--- src/rtl/audio_clkgen_pkg.sv ---
package audio_clkgen_pkg;
  localparam int REG_W     = 32;
  localparam int BIT_PSEL  = 31;
  localparam int BIT_OSEL  = 30;
  localparam int BIT_DIVEN = 29;
  localparam int AUX_NEN   = 31;
  localparam int AUX_DEN   = 30;

  typedef enum logic {
    ADDR_MAIN = 1'b0,
    ADDR_AUX  = 1'b1
  } reg_addr_e;
endpackage

--- src/rtl/acg_regs.sv ---
module acg_regs
  import audio_clkgen_pkg::*;
#(
  parameter int MW = 9,
  parameter int NW = 13,
  parameter int DW = 13
) (
  input  logic             clk,
  input  logic             rst,
  input  logic             wr,
  input  logic             rd,
  input  logic             addr,
  input  logic [REG_W-1:0] wdata,
  output logic [REG_W-1:0] rdata,
  output logic             rvalid,
  output logic             psel,
  output logic             osel,
  output logic             diven,
  output logic [MW-1:0]    m_cfg,
  output logic [NW-1:0]    n_cfg,
  output logic [DW-1:0]    d_fld
);
  localparam int M_LSB = NW;
  localparam int M_MSB = NW + MW - 1;

  logic nen_q, den_q;
  logic [REG_W-1:0] main_view, aux_view;

  always_comb begin
    main_view                = '0;
    main_view[BIT_PSEL]      = psel;
    main_view[BIT_OSEL]      = osel;
    main_view[BIT_DIVEN]     = diven;
    main_view[M_MSB:M_LSB]   = m_cfg;
    main_view[NW-1:0]        = n_cfg;
    aux_view                 = '0;
    aux_view[AUX_NEN]        = den_q;   // flags come back crossed
    aux_view[AUX_DEN]        = nen_q;
    aux_view[DW-1:0]         = d_fld;
  end

  always_ff @(posedge clk) begin
    if (rst) begin
      psel  <= 1'b0;
      osel  <= 1'b0;
      diven <= 1'b0;
      m_cfg <= '0;
      n_cfg <= '0;
      nen_q <= 1'b0;
      den_q <= 1'b0;
      d_fld <= '0;
    end else if (wr) begin
      if (addr == ADDR_MAIN) begin
        psel  <= wdata[BIT_PSEL];
        osel  <= wdata[BIT_OSEL];
        diven <= wdata[BIT_DIVEN];
        m_cfg <= wdata[M_MSB:M_LSB];
        n_cfg <= wdata[NW-1:0];
      end else begin
        nen_q <= wdata[AUX_NEN];
        den_q <= wdata[AUX_DEN];
        if (wdata[AUX_DEN]) d_fld <= wdata[DW-1:0];
        else                d_fld <= DW'(n_cfg >> 1);
      end
    end
  end

  always_ff @(posedge clk) begin
    if (rst) begin
      rdata  <= '0;
      rvalid <= 1'b0;
    end else begin
      rvalid <= rd;
      if (rd) rdata <= (addr == ADDR_MAIN) ? main_view : aux_view;
    end
  end
endmodule

--- src/rtl/acg_frac_div.sv ---
module acg_frac_div #(
  parameter int MW = 9,
  parameter int NW = 13
) (
  input  logic          clk,
  input  logic          rst,
  input  logic          run_en,
  input  logic          stb,
  input  logic [MW-1:0] m_cfg,
  input  logic [NW-1:0] n_cfg,
  output logic          pulse,
  output logic          running
);
  localparam int AW = ((NW > MW) ? NW : MW) + 1;

  logic [AW-1:0] acc, sum;
  logic [MW-1:0] m_act;
  logic [NW-1:0] n_act;
  logic          active, pending, wrap;

  assign active  = (m_act != '0) && (n_act != '0);
  assign running = run_en && active;
  assign pending = (m_cfg != m_act) || (n_cfg != n_act);
  assign sum     = acc + AW'(m_act);
  assign wrap    = sum >= AW'(n_act);

  always_ff @(posedge clk) begin
    if (rst) begin
      acc   <= '0;
      m_act <= '0;
      n_act <= '0;
      pulse <= 1'b0;
    end else if (!running) begin
      acc   <= '0;
      pulse <= 1'b0;
      m_act <= m_cfg;
      n_act <= n_cfg;
    end else begin
      pulse <= stb && wrap;
      if (stb) begin
        if (wrap) begin
          acc   <= pending ? '0 : (sum - AW'(n_act));
          m_act <= m_cfg;
          n_act <= n_cfg;
        end else begin
          acc <= sum;
        end
      end
    end
  end
endmodule

--- src/rtl/acg_out_stage.sv ---
module acg_out_stage (
  input  logic clk,
  input  logic rst,
  input  logic osel,
  input  logic running,
  input  logic div_pulse,
  input  logic ext_stb,
  output logic ce,
  output logic tog
);
  logic ce_nxt, halt;

  assign ce_nxt = osel ? (running && div_pulse) : ext_stb;
  assign halt   = osel && !running;

  always_ff @(posedge clk) begin
    if (rst) begin
      ce  <= 1'b0;
      tog <= 1'b0;
    end else begin
      ce  <= ce_nxt;
      tog <= halt ? 1'b0 : (tog ^ ce_nxt);
    end
  end
endmodule

--- src/rtl/audio_clkgen.sv ---
module audio_clkgen
  import audio_clkgen_pkg::*;
#(
  parameter int MW = 9,
  parameter int NW = 13
) (
  input  logic             clk,
  input  logic             rst,
  input  logic             src_a_stb,
  input  logic             src_b_stb,
  input  logic             ext_ref_stb,
  input  logic             reg_wr,
  input  logic             reg_rd,
  input  logic             reg_addr,
  input  logic [REG_W-1:0] reg_wdata,
  output logic [REG_W-1:0] reg_rdata,
  output logic             reg_rvalid,
  output logic             aud_ce,
  output logic             aud_clk
);
  localparam int DW = NW;

  logic          psel_w, osel_w, diven_w, run_w, pulse_w, stb_w;
  logic [MW-1:0] m_w;
  logic [NW-1:0] n_w;
  logic [DW-1:0] d_w;

  acg_regs #(.MW(MW), .NW(NW), .DW(DW)) u_regs (
    .clk(clk), .rst(rst), .wr(reg_wr), .rd(reg_rd), .addr(reg_addr),
    .wdata(reg_wdata), .rdata(reg_rdata), .rvalid(reg_rvalid),
    .psel(psel_w), .osel(osel_w), .diven(diven_w),
    .m_cfg(m_w), .n_cfg(n_w), .d_fld(d_w)
  );

  assign stb_w = psel_w ? src_b_stb : src_a_stb;

  acg_frac_div #(.MW(MW), .NW(NW)) u_div (
    .clk(clk), .rst(rst), .run_en(osel_w && diven_w), .stb(stb_w),
    .m_cfg(m_w), .n_cfg(n_w), .pulse(pulse_w), .running(run_w)
  );

  acg_out_stage u_out (
    .clk(clk), .rst(rst), .osel(osel_w), .running(run_w),
    .div_pulse(pulse_w), .ext_stb(ext_ref_stb), .ce(aud_ce), .tog(aud_clk)
  );
endmodule

--- config.mk ---
export PLATFORM = sky130hd
export DESIGN_NAME = audio_clkgen
export DESIGN_NICKNAME = d
export VERILOG_FILES = /design/src/rtl/audio_clkgen_pkg.sv /design/src/rtl/acg_regs.sv /design/src/rtl/acg_frac_div.sv /design/src/rtl/acg_out_stage.sv /design/src/rtl/audio_clkgen.sv
export SDC_FILE = /design/constraint.sdc
export NUM_CORES = 1
export LEC_CHECK = 0
export BUFFER_PORTS_ARGS = -buffer_cell sky130_fd_sc_hd__buf_4
export CAP_MARGIN = 20
export CORE_MARGIN = 2
export CORE_UTILIZATION = 55
export DETAILED_ROUTE_END_ITERATION = 8
export PLACE_DENSITY = 0.85
export SYNTH_ARGS = -nofsm -noshare
export SYNTH_HDL_FRONTEND = slang
export SYNTH_SLANG_ARGS = --single-unit
export TNS_END_PERCENT = 20
--- constraint.sdc ---
create_clock -name clk -period 9.3 [get_ports clk]
set_input_delay 0.93 -clock clk [delete_from_list [all_inputs] [get_ports clk]]
set_output_delay 0.93 -clock clk [all_outputs]
set_load 0.05 [all_outputs]
# After elaboration in Yosys (flattened, before gate mapping)
# Cells that the tools add are included.
[word_totals]
wordCells = 53
regBits = 112
[classes]
addsub = 2
n_bitwise = 3
reduce_logical = 15
muxes = 12
magnitude_cmp = 1
eq_ne = 4
[op_table]
columns = ["operator", "n"]
rows = [
  ["$mux 13", 4],
  ["$mux 32", 1],
  ["$mux 14", 2],
  ["$mux 9", 3],
  ["$add 14x9->14", 1],
  ["$ge 14x13->1", 1],
  ["$sub 14x13->14", 1],
  ["$ne 13x13->1", 1],
  ["$reduce_bool 13->1", 1],
  ["$ne 9x9->1", 1],
  ["$reduce_bool 9->1", 1],
  ["$logic_and 1x1->1", 6],
  ["$reduce_and 2->1", 3],
  ["$ne 2x2->1 const B", 2],
  ["$reduce_or 2->1", 2],
  ["$mux 1", 2],
  ["$not 1->1", 2],
  ["$logic_not 1->1", 1],
  ["$logic_or 1x1->1", 1],
  ["$xor 1x1->1", 1],
]

# Logic depth before layout (Yosys ltp)
[depth]
word_depth = 6
ltp_mapped = 18
depth_no_buf = 16

# Modules after synthesis
# A second synthesis with hierarchy kept.
[unflattened]
hier_cells = 688
area_unflattened_um2 = 5931.9
[by_module_without_submodules]
columns = ["mod", "cells_each", "area_per_inst_um2", "instances"]
rows = [
  ["acg_frac_div", 376, 3086.7, 1],
  ["acg_regs", 301, 2726.4, 1],
  ["acg_out_stage", 9, 97.6, 1],
  ["audio_clkgen", 2, 21.3, 1],
]

# Worst setup path before layout
# Ideal clock, no wire load.
[synth_timing]
path_type = "flip-flop to flip-flop"
start = "reg u_div.m_act[0]"
end = "reg u_div.acc[13]"
path_stages_with_launch = 18
setup_ps = 127
path_buffers = 1
t_arrival_ps = 3814
synth_period_minus_slack_ps = 3940
t_required_ps = 9173
path_slack_ps = 5360
cell_sequence = "dfxtp_1 ha_1 inv_1 fa_1 nor2b_1 o31ai_1 a21oi_1 a21oi_1 xnor2_1 ha_1 a21oi_1 o21ai_1 or4_4 a211oi_2 and2_1 buf_4 and3b_1 or3_1"
[synth_via]
elab_chain_cells = 5
word_cells_on_any_way = 12
[synth_lines]
columns = ["element", "line_no", "text"]
rows = [
  ["start, declared", "acg_frac_div.sv:17", "logic [MW-1:0] m_act;"],
  ["start signal, assigned", "acg_frac_div.sv:36", "m_act <= m_cfg;"],
  ["start signal, assigned", "acg_frac_div.sv:43", "m_act <= m_cfg;"],
  ["branches (longest 5 deep; another with $add 14x9->14)", "n/a", ""],
  ["end signal, assigned", "acg_frac_div.sv:42", "acc <= pending ? '0 : (sum - AW'(n_act));"],
  ["end signal, assigned", "acg_frac_div.sv:46", "acc <= sum;"],
  ["end, declared", "acg_frac_div.sv:16", "logic [AW-1:0] acc, sum;"],
]
# Parallel ways; which one is timed is not known.
# A chain may end at the register's enable or synchronous reset.

# Worst setup path in the final report
# Same ends and word-level chain as after synthesis.

==> metrics.yaml <==
cts_buffers: 9
post_cts_buffers: 0
grt_pass1_wl_um: 23300
yosys_warnings: 0
power.internal_mw: 0.671
cts_resized: 0
synth_flop_cell: "dfxtp_1"
cts_root_buffer: "clkbuf_8"
die_h_um: 107
avgViaCountPerCell: 6.05
tightest_slew_ps: 1080
yosysUniqueCellTypes: 50
clkPwrFrac_pct: 30.7
power_frac_seq_pct: 49.5
grt-ovfl-total: 0
grt_max_degree: 114
synth_edf_count: 0
syn_area_sq_um: 5890
skew_ps: 19.2
startpoint_type: "flip-flop"
timing.slew.headroom_pct: 27.9
finalMaxSlewViolations: 0
clk_latency_ps: 370
fin_ws_ps: 4520
ios: 75
grt.total_usage_pct: 25.0
placementRows: 37
first_global_vias: 4800
cts.sinks: 105
layout_worst_path_cycle_share_pct: 51.4
synth_area_leaders: "dfxtp_1 36%, mux2i_1 6.6%, a21oi_1 5.4%, xnor2_1 4.8%, ha_1 4.7%"
routed_wl_um: 14600
h-tree-depth: 3
cts_tree: "done"
cts_hold_buffers: 0
final_common_cell: "dfxtp_1"
drive_above_1_share_pct: 11.7
hold_violations: 0
synthDominantCellAreaShare_pct: 35.7
worstPathArrival_ps: 5040
path_max_fanout: 16
sw_frac_of_total_pct: 31.2
num_antenna_cells: 0
crit_type: "reg -> reg"
fin_nets: 804
yosysTopAreaCell: "dfxtp_1"
ys_ff_latch: 105
power_density_nw_per_um2: 149
wl_per_cell_um: 16.6
antenna_found_initial: 0
clockBufferDepth: 2
required_ps: 9560
die_x_um: 107
drt-pass1-iter-count: 6
nFillCells: 838
clkTransAtPathRegs_ps: 100
async_flop_share_pct: 0
outcome: "complete, no violations"
postRouteAntennaNets: 0
syn_inst: 712
dr_total_vias: 5327
drtIter0Drc: 482
port_buffers: 60
place_ws_ps: 4630
synth.avg_cell_area_sq_um: 8.27
power_switching_mw: 0.305
layout-area-overhead-vs-synth_pct: 11.2
rsz0062_at_grt: "no"
initial_core_util_pct: 56.8
crit_path_end_kind: "flip-flop"
dp_hpwl_um: 10500
p_comb_share_pct: 19.8
max_cap_viol_count: 0
max_freq_mhz: 209
peakVddDrop_mv: 0.133
min_period_ps: 4780
layout_common_cells: "105 x dfxtp_1, 71 x nand2_1, 63 x a21oi_1"
hp-class: "reg -> reg"
p_leak_nw: 2.52
core_sq_um: 10400
gp_congestion: 0.957
finalSetupTns_ps: 0
seq_area_frac_synth_pct: 35.7
drc: 0
die_area_sq_um: 11600
report.final.setup_viol: 0
-- layer usage --
metal | GRT usage [%] | wire length [um] | vias up
li1 | - | - | 2589
met1 | 33.7 | 6410 | 2530
met5 | 0 | 0 | -
met2 | 41.5 | 7210 | 186
met3 | 3.45 | 729 | 22
met4 | 7.97 | 292 | 0
-- critical path: stages, from the launching register on --
cell and delay (ps):
dfxtp_1 430, ha_1 230, inv_1 70, fa_1 450, nor2b_1 200, o31ai_1 140, a21oi_1 240, a21oi_1 130
xnor2_1 200, ha_1 270, a21oi_1 240, o21ai_1 150, or4_4 510, a211oi_2 280, and2_1 540, and3b_1 240
or3_1 340
-- cells in the mapped netlist (all sizes together), types with 3 or more instances --
library cell    n
dfxtp         105
nand2          71
a21oi          65
nor2           53
clkbuf         42
mux2i          39
a211oi         37
nand2b         34
xnor2          32
o21ai          26
inv            25
ha             22
nor2b          18
nor3           17
o41ai          14
nand3b         11
buf            10
nand4          10
a221oi          8
nand3           8
a31oi           7
xor2            7
nor4            6
o21a            6
or3             6
a21o            5
a32oi           3
-- final cells by class --
| class | count | area [sq um] | area share [%] |
|---|---|---|---|
| well taps | 136 | 170 | 2.60 |
| flip-flops and latches | 105 | 2100 | 32.1 |
| repair buffers | 63 | 480 | 7.34 |
| clock inverters | 7 | 90.1 | 1.38 |
| clock buffers | 9 | 124 | 1.89 |
| inverters | 25 | 93.8 | 1.43 |
| multi-input cells | 536 | 3490 | 53.3 |
-- power by group through the flow --
stage                     sequential, mW  clock, mW  combinational (mW)
after floorplan                    0.506          0               0.128
after global placement             0.491          0               0.181
after detailed placement           0.492          0               0.186
after CTS                          0.482      0.303               0.187
after global routing               0.484      0.322               0.208
final                              0.482      0.300               0.193
-- path summary, 6_finish.rpt --
kind | from | to | slack, ps | cells past startpoint
hold reg to reg | u_regs.d_fld[12] | u_regs.d_fld[12] | 460 | 2
setup / recovery | u_div.m_act[0] | u_div.acc[13] | 4520 | 16
hold / removal | u_regs.d_fld[12] | u_regs.d_fld[12] | 460 | 2
setup reg to reg | u_div.m_act[0] | u_div.acc[13] | 4520 | 16
-- state kept, by name, indices dropped and copies added (netlist names) --
register,flops
u_div.pulse,1
u_div.n_act,13
u_regs.diven,1
u_regs.m_cfg,9
u_regs.d_fld,13
u_div.m_act,9
u_out.ce,1
u_regs.nen_q,1
u_regs.rdata,25
u_regs.psel,1
u_div.acc,14
u_regs.osel,1
u_regs.rvalid,1
u_regs.den_q,1
u_regs.n_cfg,13
u_out.tog,1
-- stage by stage --
stage,util (%),power (mW),cell area (sq um),hold WS [ps],instances
3_5_place_dp,60.9,0.678,6320,449,864
5_1_grt,63.2,1.01,6550,488,881
2_1_floorplan,-,0.634,5910,432,718
6_report,63.2,0.975,6550,462,881
4_1_cts,63.0,0.972,6530,464,880
3_3_place_gp,60.9,0.672,6320,440,864
-- cells by family (layout without fill, tap and decap cells) --
group                      Yosys count  count (layout)  share of synthesized area [%]
buffers and inverters               77             104                           5.48
and+or+nand+nor                    243             243                           20.6
adders and majority gates           24              24                           5.35
muxes                               40              40                           6.82
other                                1               7                         0.0637
AOI/OAI and AO/OA                  183             183                           20.2
DFF                                105             105                           35.7
xor gates and xnor gates            39              39                           5.80
Note: power is estimated with default switching activity, not from simulation.
